File: config.mk
export PLATFORM = sky130hd
export DESIGN_NAME = pw_frame_tx
export DESIGN_NICKNAME = d
export VERILOG_FILES = /design/src/rtl/pw_frame_tx_pkg.sv /design/src/rtl/pw_deadline.sv /design/src/rtl/pw_bitsel.sv /design/src/rtl/pw_frame_tx.sv
export SDC_FILE = /design/constraint.sdc
export NUM_CORES = 1
export LEC_CHECK = 0
export ABC_AREA = 1
export CORE_MARGIN = 1.5
export CORE_UTILIZATION = 30
export CTS_CLUSTER_DIAMETER = 120
export DETAILED_ROUTE_END_ITERATION = 10
export PLACE_DENSITY = 0.5
export SYNTH_ARGS = -nofsm -noshare
export SYNTH_HDL_FRONTEND = slang
export SYNTH_SLANG_ARGS = --single-unit
File: constraint.sdc
create_clock -name clk -period 4.13 [get_ports clk]
set_input_delay 0.6195 -clock clk [delete_from_list [all_inputs] [get_ports clk]]
set_output_delay 0.6195 -clock clk [all_outputs]
set_load 0.005 [all_outputs]
File: src/rtl/pw_frame_tx_pkg.sv
package pw_frame_tx_pkg;
    typedef enum logic [2:0] {
        ST_IDLE,
        ST_GAP,
        ST_PAUSE,
        ST_MARK,
        ST_TAIL
    } tx_state_e;
endpackage

File: src/rtl/pw_deadline.sv
module pw_deadline #(
    parameter int TS_W        = 32,
    parameter int GAP_TICKS   = 330,
    parameter int PAUSE_TICKS = 30,
    parameter int ONE_TICKS   = 150,
    parameter int ZERO_TICKS  = 90
) (
    input  logic            clk,
    input  logic            rst_n,
    input  logic [TS_W-1:0] now_ts,
    input  logic [TS_W-1:0] anchor_ts,
    input  logic            ld_gap,
    input  logic            add_pause,
    input  logic            add_mark,
    input  logic            mark_one,
    output logic [TS_W-1:0] end_ts,
    output logic            reached
);
    localparam logic [TS_W-1:0] GAP_T  = TS_W'(GAP_TICKS);
    localparam logic [TS_W-1:0] PAU_T  = TS_W'(PAUSE_TICKS);
    localparam logic [TS_W-1:0] ONE_ON = TS_W'(ONE_TICKS - PAUSE_TICKS);
    localparam logic [TS_W-1:0] ZER_ON = TS_W'(ZERO_TICKS - PAUSE_TICKS);

    logic [TS_W-1:0] end_q;
    logic [TS_W-1:0] diff;

    always_ff @(posedge clk or negedge rst_n) begin
        if (!rst_n) begin
            end_q <= '0;
        end else if (ld_gap) begin
            end_q <= anchor_ts + GAP_T;
        end else if (add_pause) begin
            end_q <= end_q + PAU_T;
        end else if (add_mark) begin
            end_q <= end_q + (mark_one ? ONE_ON : ZER_ON);
        end
    end

    // wrap-safe: deadline reached once now - deadline is non-negative
    always_comb begin
        diff    = now_ts - end_q;
        reached = ~diff[TS_W-1];
    end

    assign end_ts = end_q;

    AST_GAP_ANCHOR: assert property (@(posedge clk) disable iff (!rst_n)
        ld_gap |=> end_ts == $past(anchor_ts) + GAP_T);
    AST_PAUSE_STEP: assert property (@(posedge clk) disable iff (!rst_n)
        (add_pause && !ld_gap) |=> end_ts == $past(end_ts) + PAU_T);
    AST_MARK_STEP: assert property (@(posedge clk) disable iff (!rst_n)
        (add_mark && !ld_gap && !add_pause) |=>
        end_ts == $past(end_ts) + ($past(mark_one) ? ONE_ON : ZER_ON));
endmodule

File: src/rtl/pw_bitsel.sv
module pw_bitsel #(
    parameter int MAX_BITS = 23,
    parameter int LEN_W    = $clog2(MAX_BITS + 1)
) (
    input  logic [MAX_BITS-1:0] word,
    input  logic [LEN_W-1:0]    idx,
    input  logic                ks_bit,
    output logic                coded
);
    logic sel;

    always_comb begin
        sel = 1'b0;
        for (int k = 0; k < MAX_BITS; k++) begin
            if (idx == LEN_W'(k)) sel = word[k];
        end
        coded = sel ^ ks_bit;
    end
endmodule

File: src/rtl/pw_frame_tx.sv
module pw_frame_tx
    import pw_frame_tx_pkg::*;
#(
    parameter int TS_W        = 32,
    parameter int MAX_BITS    = 23,
    parameter int LEN_W       = $clog2(MAX_BITS + 1),
    parameter int GAP_TICKS   = 330,
    parameter int PAUSE_TICKS = 30,
    parameter int ONE_TICKS   = 150,
    parameter int ZERO_TICKS  = 90
) (
    input  logic                clk,
    input  logic                rst_n,
    input  logic [TS_W-1:0]     now_ts,
    input  logic                start,
    input  logic [MAX_BITS-1:0] payload,
    input  logic [LEN_W-1:0]    bit_count,
    input  logic [TS_W-1:0]     anchor_ts,
    input  logic                ks_bit,
    output logic                ks_adv,
    output logic                carrier_en,
    output logic                busy,
    output logic                done,
    output logic [TS_W-1:0]     end_ts
);
    tx_state_e state_q, state_d;
    logic [MAX_BITS-1:0] payload_q;
    logic [LEN_W-1:0]    len_q;
    logic [LEN_W-1:0]    idx_q;
    logic                reached;
    logic                coded;
    logic                len_ok;
    logic                last_bit;
    logic                ld_gap, add_pause, add_mark;

    pw_deadline #(
        .TS_W(TS_W), .GAP_TICKS(GAP_TICKS), .PAUSE_TICKS(PAUSE_TICKS),
        .ONE_TICKS(ONE_TICKS), .ZERO_TICKS(ZERO_TICKS)
    ) u_deadline (
        .clk(clk), .rst_n(rst_n), .now_ts(now_ts), .anchor_ts(anchor_ts),
        .ld_gap(ld_gap), .add_pause(add_pause), .add_mark(add_mark),
        .mark_one(coded), .end_ts(end_ts), .reached(reached)
    );

    pw_bitsel #(.MAX_BITS(MAX_BITS), .LEN_W(LEN_W)) u_bitsel (
        .word(payload_q), .idx(idx_q), .ks_bit(ks_bit), .coded(coded)
    );

    assign len_ok   = (bit_count != '0) && (bit_count <= LEN_W'(MAX_BITS));
    assign last_bit = (idx_q == len_q - LEN_W'(1));

    // state register and frame registers
    always_ff @(posedge clk or negedge rst_n) begin
        if (!rst_n) begin
            state_q   <= ST_IDLE;
            payload_q <= '0;
            len_q     <= '0;
            idx_q     <= '0;
        end else begin
            state_q <= state_d;
            if (state_q == ST_IDLE && start && len_ok) begin
                payload_q <= payload;
                len_q     <= bit_count;
                idx_q     <= '0;
            end else if (state_q == ST_MARK && reached) begin
                idx_q <= idx_q + LEN_W'(1);
            end
        end
    end

    // next state and deadline steps
    always_comb begin
        state_d   = state_q;
        ld_gap    = 1'b0;
        add_pause = 1'b0;
        add_mark  = 1'b0;
        unique case (state_q)
            ST_IDLE: if (start && len_ok) begin
                state_d = ST_GAP;
                ld_gap  = 1'b1;
            end
            ST_GAP: if (reached) begin
                state_d   = ST_PAUSE;
                add_pause = 1'b1;
            end
            ST_PAUSE: if (reached) begin
                state_d  = ST_MARK;
                add_mark = 1'b1;
            end
            ST_MARK: if (reached) begin
                state_d   = last_bit ? ST_TAIL : ST_PAUSE;
                add_pause = 1'b1;
            end
            ST_TAIL: if (reached) begin
                state_d = ST_IDLE;
            end
            default: state_d = ST_IDLE;
        endcase
    end

    // outputs
    always_comb begin
        carrier_en = 1'b1;
        busy       = 1'b1;
        done       = 1'b0;
        ks_adv     = 1'b0;
        unique case (state_q)
            ST_IDLE:  busy = 1'b0;
            ST_GAP:   ;
            ST_PAUSE: carrier_en = 1'b0;
            ST_MARK:  ks_adv = reached;
            ST_TAIL: begin
                carrier_en = 1'b0;
                done       = reached;
            end
            default:  busy = 1'b0;
        endcase
    end

    AST_BAD_LEN_IGNORED: assert property (@(posedge clk) disable iff (!rst_n)
        (!busy && start && !len_ok) |=> (!busy && carrier_en));
    AST_KS_THEN_PAUSE: assert property (@(posedge clk) disable iff (!rst_n)
        ks_adv |=> (!carrier_en && !ks_adv));
    AST_DONE_PULSE: assert property (@(posedge clk) disable iff (!rst_n)
        done |=> (!done && carrier_en && !busy));
    AST_BUSY_START_IGNORED: assert property (@(posedge clk) disable iff (!rst_n)
        (busy && start) |=> ($stable(len_q) && $stable(payload_q)));
endmodule

==> results by group, run 1 <==
Cells and area
  – Most used cells in the layout excluding fill and tap cells: 337 x sky130_fd_sc_hd__nand2_1, 133 x sky130_fd_sc_hd__inv_1, 130 x sky130_fd_sc_hd__clkdlybuf4s50_1, 74 x sky130_fd_sc_hd__nor2_1, 67 x sky130_fd_sc_hd__dfrtp_1
  – Layout fillers: approximately 2500
  – Final nets: 1364
  – Ratio of cells with drive above 1 in the final layout: 14.2%
  – Most frequent standard cell in the layout excluding fill and tap cells: sky130_fd_sc_hd__nand2_1
  – Layout-stage area growth over the synthesis result: 32.7%

Synthesis
  – Synthesized net count: 1216
  – Syn avg cell area: 6.45 um^2
  – Distinct cell type count of the synthesized netlist: 51
  – Count of flip-flops with a built-in enable after synthesis: 0
  – Flip-flop and latch count after synthesis: between 60 and 70
  – Count of synthesis-stage warnings from yosys: 0
  – Sequential cell area fraction in the yosys report: 24.5%
  – Netlist Area Pre-Place: 0.00696 mm^2
  – Number of instances in the synthesized netlist: ~1100
  – Most used flip-flop cell after synthesis: sky130_fd_sc_hd__dfrtp_1
  – Async set-or-reset flop fraction in the synthesized netlist: 100%

Drt
  – Per-cell routed wire length: 15.9 um
  – Number of design-rule violations left by the first detailed-router iteration: 380
  – Aggregate routed wire length: 24200 um
  – Drt drc: 0
  – Via count of the routed design: 7263
  – Post-detailed-route via-to-cell ratio: 4.78
  – Number of iterations in the first detailed-routing pass: 5
  – Antenna-violating nets left: 0

Power
  – Combinational fraction of design power: 66.9%
  – Switching fraction of total power: 51.1%
  – Peak supply drop: 0.503 mV
  – Static leakage: 4.24 nW
  – Portion of total power attributed to sequential cells: about a fifth
  – Internal power component: 2.97 mW
  – Power per standard cell area: 657 mW/mm^2
  – Share of total power in the clock network: 12.5%
  – Switching power summed over all nets: 3.10 mW

Placement
  – Post-DP HPWL: 19200 um
  – Final estimated routing congestion in global placement: 0.945
  – Count of buffers from port buffering: 131

Setup path
  – Largest fanout of any net on the critical path: 2
  – Arrival time of the worst setup path: 3240 ps
  – Type of element capturing the critical path: output pin
  – Critical Path Start Type: input port
  – Path type of the worst setup path: input port to output pin
  – Required time of the worst setup path: 3510 ps

Global routing
  – Global-route wire length before repair: 37700 um
  – GR Util All Layers: approximately 20%
  – Antenna violations before repair: 1
  – Maximum number of pins on one net before global-route repair: 56
  – Leftover overflow at the end of global routing: 0
  – Number of global-route vias before repair: 7070

Die
  – Core Region: 0.0227 mm^2
  – Die Area: 0.0241 mm^2
  – Total number of placement rows: 55
  – Die Span Y: 155 um
  – DIE WIDTH: about 160 um
  – Number of primary I/O pins: ~130
  – Effective utilization at floorplan: between 30% and 40%

STA
  – Worst Hold Margin: between 300 and 400 ps
  – Final worst path period share: 93.5%
  – Measured slew at the worst slew-check pin: 707 ps
  – Sum of negative setup slack: 0 ps
  – Time the worst path needs with I/O delays and setup: 3860 ps
  – Setup repair after global routing missed its margin: yes
  – Final number of setup-violating endpoints: 0
  – Max-slew headroom: 52.4%
  – Maximum achievable frequency: 259 MHz
  – Final-report hold violation count: 0
  – Worst Clk Skew: 7.11 ps
  – Max Slew Vio Count: 0

CTS
  – Clock latency of the later-clocked register in the worst-skew pair: 350 ps
  – TritonCTS clock tree: done
  – Maximum buffer depth of the clock tree: 2
  – H-tree levels: 3
  – Clock root buffer master: sky130_fd_sc_hd__clkbuf_16
  – CTS Buf Count: 9
  – Total clock sinks: 68
  – Register clock-pin slew on the reported worst setup and hold paths: 70 ps

Run
  – Number of max-capacitance violations reported: 0

Min path
  – Type of the worst min-delay path: input port to asynchronous set/reset pin

Outcome
  – Result of the run: finished, final reports clean
## metrics by stage
stage	std cells	util (%)	area (um^2)	total power [mW]	worst slack, ps
detailed placement	1492	37.9	8620	4.94	-17.4
CTS	1508	39.2	8900	5.73	29.1
global route	1517	40.6	9230	6.64	-123
finish	1518	40.6	9230	6.06	270
global placement	1492	37.9	8620	4.91	81.4
floorplan	1079	-	6960	3.85	515
## worst paths after layout
kind | startpoint | endpoint | slack (ps) | depth (start not counted)
max | now_ts[2] | done | 270 | 14
min | rst_n | u_deadline.end_ts[19] | 300 | 1
max reg2reg | idx_q[0] | u_deadline.end_ts[14] | 350 | 43
min reg2reg | payload_q[10] | payload_q[10] | 480 | 2
max in group asynchronous | rst_n | idx_q[0] | 3010 | 2
min in group clk | payload_q[10] | payload_q[10] | 480 | 2
## area by class of cell
class	count	area (um^2)	area share, %
Tap cell	285	357	3.86
Antenna cell	1	2.50	0.0271
Timing Repair Buffer	164	1560	16.9
Clock inverter	7	52.6	0.569
Multi-Input combinational cell	835	4750	51.5
Clock buffer	9	225	2.44
Inverter	149	577	6.25
Sequential cell	68	1700	18.5
## worst max-delay path, stage by stage
cell	delay, ps
sky130_fd_sc_hd__clkdlybuf4s50_1	400
sky130_fd_sc_hd__ha_1	310
sky130_fd_sc_hd__a21oi_1	140
sky130_fd_sc_hd__nand2_1	100
sky130_fd_sc_hd__nand4_1	90
sky130_fd_sc_hd__o211ai_2	110
sky130_fd_sc_hd__nand4_1	100
sky130_fd_sc_hd__o2111ai_1	170
sky130_fd_sc_hd__nand3_2	110
sky130_fd_sc_hd__nand2_2	130
sky130_fd_sc_hd__xor2_4	170
sky130_fd_sc_hd__inv_1	70
sky130_fd_sc_hd__nor2_1	170
sky130_fd_sc_hd__clkdlybuf4s50_1	540
## flip-flops by register name (all words and copies together), names as in the netlist
name	count
len_q	5
idx_q	5
state_q	3
payload_q	23
u_deadline.end_ts	32
## power groups by stage
| stage | registers, mW | logic (mW) | clock network, mW |
|---|---|---|---|
| floorplan | 1.16 | 2.69 | 0 |
| global route | 1.29 | 4.56 | 0.802 |
| detailed placement | 1.25 | 3.69 | 0 |
| finish | 1.25 | 4.06 | 0.756 |
| CTS | 1.24 | 3.71 | 0.782 |
| global placement | 1.26 | 3.65 | 0 |
## synth_stat cells (3+ instances only)
library cell,instances,area share (%)
sky130_fd_sc_hd__o21ai_0,54,3.9
sky130_fd_sc_hd__buf_8,4,0.86
sky130_fd_sc_hd__buf_6,3,0.49
sky130_fd_sc_hd__nand2_2,25,2.2
sky130_fd_sc_hd__nor3_1,25,1.8
sky130_fd_sc_hd__nand4_1,16,1.4
sky130_fd_sc_hd__nand2_1,354,19
sky130_fd_sc_hd__buf_2,5,0.36
sky130_fd_sc_hd__a21o_1,4,0.43
sky130_fd_sc_hd__clkbuf_1,11,0.59
sky130_fd_sc_hd__o221ai_1,3,0.38
sky130_fd_sc_hd__o21ai_1,9,0.65
sky130_fd_sc_hd__nor2_2,3,0.27
sky130_fd_sc_hd__nor2_1,84,4.5
sky130_fd_sc_hd__nor4_1,10,0.90
sky130_fd_sc_hd__o22ai_1,5,0.45
sky130_fd_sc_hd__clkinv_1,3,0.16
sky130_fd_sc_hd__inv_1,141,7.6
sky130_fd_sc_hd__xnor2_1,6,0.76
sky130_fd_sc_hd__inv_2,3,0.16
sky130_fd_sc_hd__dfrtp_1,68,24
sky130_fd_sc_hd__a21oi_1,33,2.4
sky130_fd_sc_hd__nand3_1,53,3.8
sky130_fd_sc_hd__xor2_1,56,7.1
sky130_fd_sc_hd__ha_1,41,7.4
sky130_fd_sc_hd__o21ai_2,26,3.3
## kinds of logic after synthesis
family,after synthesis,share of synthesized area (%)
buffers and inverters,176,10.9
flip-flops,68,24.5
adder cells (fa/ha/maj),41,7.37
XOR/XNOR,63,8.20
AND/OR/NAND/NOR,581,35.7
AO/OA/AOI/OAI,150,13.4
## per-layer routing
layer / up-vias / wire [um] / share of wire (%) / GRT usage, %
met5: - / 0 / 0 / 0
met4: 0 / 697 / 2.9 / 7.53
met3: 40 / 1310 / 5.4 / 4.04
met2: 193 / 11500 / 47 / 34.6
met1: 3277 / 10700 / 44 / 25.2
li1: 3753 / - / - / -
## what timing repair did
action                                  CTS  global route
buffers inserted                          0             9
gates resized for setup                   2            75
endpoints found under the setup margin    4            26
hold buffers                              0             0
pin swaps                                 0            26
(Power assumes the default switching activity.)
==> inputs of run 2 (changes only) <==
SETUP_SLACK_MARGIN = 0.1   (was unset)
==> results by group, run 2 (synthesis gave the netlist of run 1 again) <==
STA
  – Final worst path period share: 92.9%
  – Maximum achievable frequency: 261 MHz
  – Sum of negative setup slack: 0 ps
  – Max Slew Vio Count: 0
  – Time the worst path needs with I/O delays and setup: 3840 ps
  – Measured slew at the worst slew-check pin: 728 ps
  – Worst Clk Skew: 7.50 ps
  – Final-report hold violation count: 0
  – Max-slew headroom: 51.0%
  – Final number of setup-violating endpoints: 0
  – Setup repair after global routing missed its margin: yes

Placement
  – Inst Count DP: roughly 1500
  – Count of buffers from port buffering: ~130
  – Final estimated routing congestion in global placement: 0.945
  – Post-DP HPWL: a little under 20000 um
  – Post-place instance area: 0.00862 mm^2

CTS
  – CTS Buf Count: 9
  – Clock latency of the later-clocked register in the worst-skew pair: between 300 and 400 ps
  – Register clock-pin slew on the reported worst setup and hold paths: 70 ps
  – Maximum buffer depth of the clock tree: 2
  – Hold Buf Count CTS: 0
  – Total clock sinks: 68
  – H-tree levels: 3
  – Clock root buffer master: sky130_fd_sc_hd__clkbuf_16
  – TritonCTS clock tree: done

Drt
  – Aggregate routed wire length: 24300 um
  – Number of iterations in the first detailed-routing pass: 5
  – Via count of the routed design: 7288
  – Per-cell routed wire length: 16.0 um
  – Number of design-rule violations left by the first detailed-router iteration: ~450
  – Drt drc: 0
  – Post-detailed-route via-to-cell ratio: 4.79
  – Antenna-violating nets left: 0

Power
  – Switching fraction of total power: 51.1%
  – Static leakage: between 4 and 5 nW
  – Internal power component: 2.98 mW
  – Combinational fraction of design power: 67.0%
  – Peak supply drop: 0.503 mV
  – Share of total power in the clock network: between 10% and 20%
  – Portion of total power attributed to sequential cells: 20.5%
  – Switching power summed over all nets: 3.10 mW
  – Total Power Consumption: 6.08 mW
  – Power per standard cell area: about 660 mW/mm^2

Global routing
  – Maximum number of pins on one net before global-route repair: 56
  – GR Util All Layers: 20.2%
  – Antenna violations before repair: 1
  – Number of global-route vias before repair: 7069
  – Leftover overflow at the end of global routing: 0
  – Global-route wire length before repair: 37600 um

Setup path
  – Path type of the worst setup path: input port to output pin
  – Critical Path Max Stage Delay: 530 ps
  – Arrival time of the worst setup path: ~3200 ps
  – Type of element capturing the critical path: output pin
  – Max stage delay cell, worst path: sky130_fd_sc_hd__clkdlybuf4s50_1
  – Critical Path Start Type: input port
  – Minimum setup slack among reg-to-reg paths: 330 ps
  – Cells along the critical path: clkdlybuf4s50_1 -> ha_1 -> a21oi_1 -> nand2_1 -> nand4_1 -> o211ai_2 -> nand4_1 -> o2111ai_2 -> nand3_2 -> nand2_2 -> xor2_4 -> inv_1 -> nor2_2 -> clkdlybuf4s50_1
  – Top Family by Delay on Critical Path: buffers and inverters
  – Total buffers and inverters traversed by the critical path: 3
  – Required time of the worst setup path: 3510 ps
  – Largest fanout of any net on the critical path: 2

Die
  – DIE WIDTH: 155 um
  – Effective utilization at floorplan: a little under a third
  – Core Region: ~0.023 mm^2
  – Die Span Y: 155 um
  – Number of primary I/O pins: 132
  – Die Area: 0.0241 mm^2
  – Total number of placement rows: 55

Cells and area
  – Design Area, Final: 0.00926 mm^2
  – Layout-stage area growth over the synthesis result: 33.1%
  – Most frequent standard cell in the layout excluding fill and tap cells: sky130_fd_sc_hd__nand2_1
  – Number of flip-flops in the largest register: 32
  – Final nets: ~1400
  – Ratio of cells with drive above 1 in the final layout: between 10% and 20%
  – Most used cells in the layout excluding fill and tap cells: 336 x sky130_fd_sc_hd__nand2_1, 134 x sky130_fd_sc_hd__inv_1, 130 x sky130_fd_sc_hd__clkdlybuf4s50_1, 73 x sky130_fd_sc_hd__nor2_1, 67 x sky130_fd_sc_hd__dfrtp_1
  – Final instance count without filler cells: 1520

Outcome
  – Result of the run: finished, final reports clean

Min path
  – Type of the worst min-delay path: input port to asynchronous set/reset pin

Run
  – Number of max-capacitance violations reported: 0
run 2: routing by layer:
metal | routed length (um) | track usage, % | vias to the layer above
li1 | - | - | 3761
met3 | 1400 | 4.12 | 41
met1 | 10600 | 25.1 | 3288
met2 | 11600 | 34.5 | 198
met4 | 687 | 7.71 | 0
met5 | 0 | 0 | -
run 2: repair_timing:
| item | in CTS | in global routing |
|---|---|---|
| setup endpoints to repair | 10 | 28 |
| pin swaps | 0 | 32 |
| setup buffers | 0 | 11 |
| gates resized for setup | 5 | 75 |
run 2: area by class of cell:
cell class,count,area [um^2]
Antenna cell,1,2.50
Clock buffer,9,225
Clock inverter,7,52.6
Fill cell,2467,13500
Inverter,149,577
Multi-Input combinational cell,835,4770
Sequential cell,68,1700
Tap cell,285,357
Timing Repair Buffer,166,1580
run 2: final timing paths:
path | depth (start not counted) | from | endpoint
max reg2reg | 43 | idx_q[0] | u_deadline.end_ts[14]
max | 14 | now_ts[2] | ks_adv
min in group clk | 2 | payload_q[10] | payload_q[10]
min | 1 | rst_n | u_deadline.end_ts[19]
max in group asynchronous | 2 | rst_n | idx_q[0]
min reg2reg | 2 | payload_q[10] | payload_q[10]
run 2: power by group through the flow:
stage | Clock (mW) | Sequential, mW | Combinational (mW)
6_report | 0.757 | 1.25 | 4.07
5_1_grt | 0.802 | 1.29 | 4.56
4_1_cts | 0.782 | 1.24 | 3.72
3_5_place_dp | 0 | 1.25 | 3.69
3_3_place_gp | 0 | 1.26 | 3.65
2_1_floorplan | 0 | 1.16 | 2.69
run 2: through the flow:
step,hold slack (ps),util [%],setup slack [ps]
after floorplan,324,-,515
after global placement,465,37.9,81.4
after detailed placement,467,37.9,-17.4
after CTS,331,39.2,104
after global routing,352,40.8,-150
final,303,40.8,292
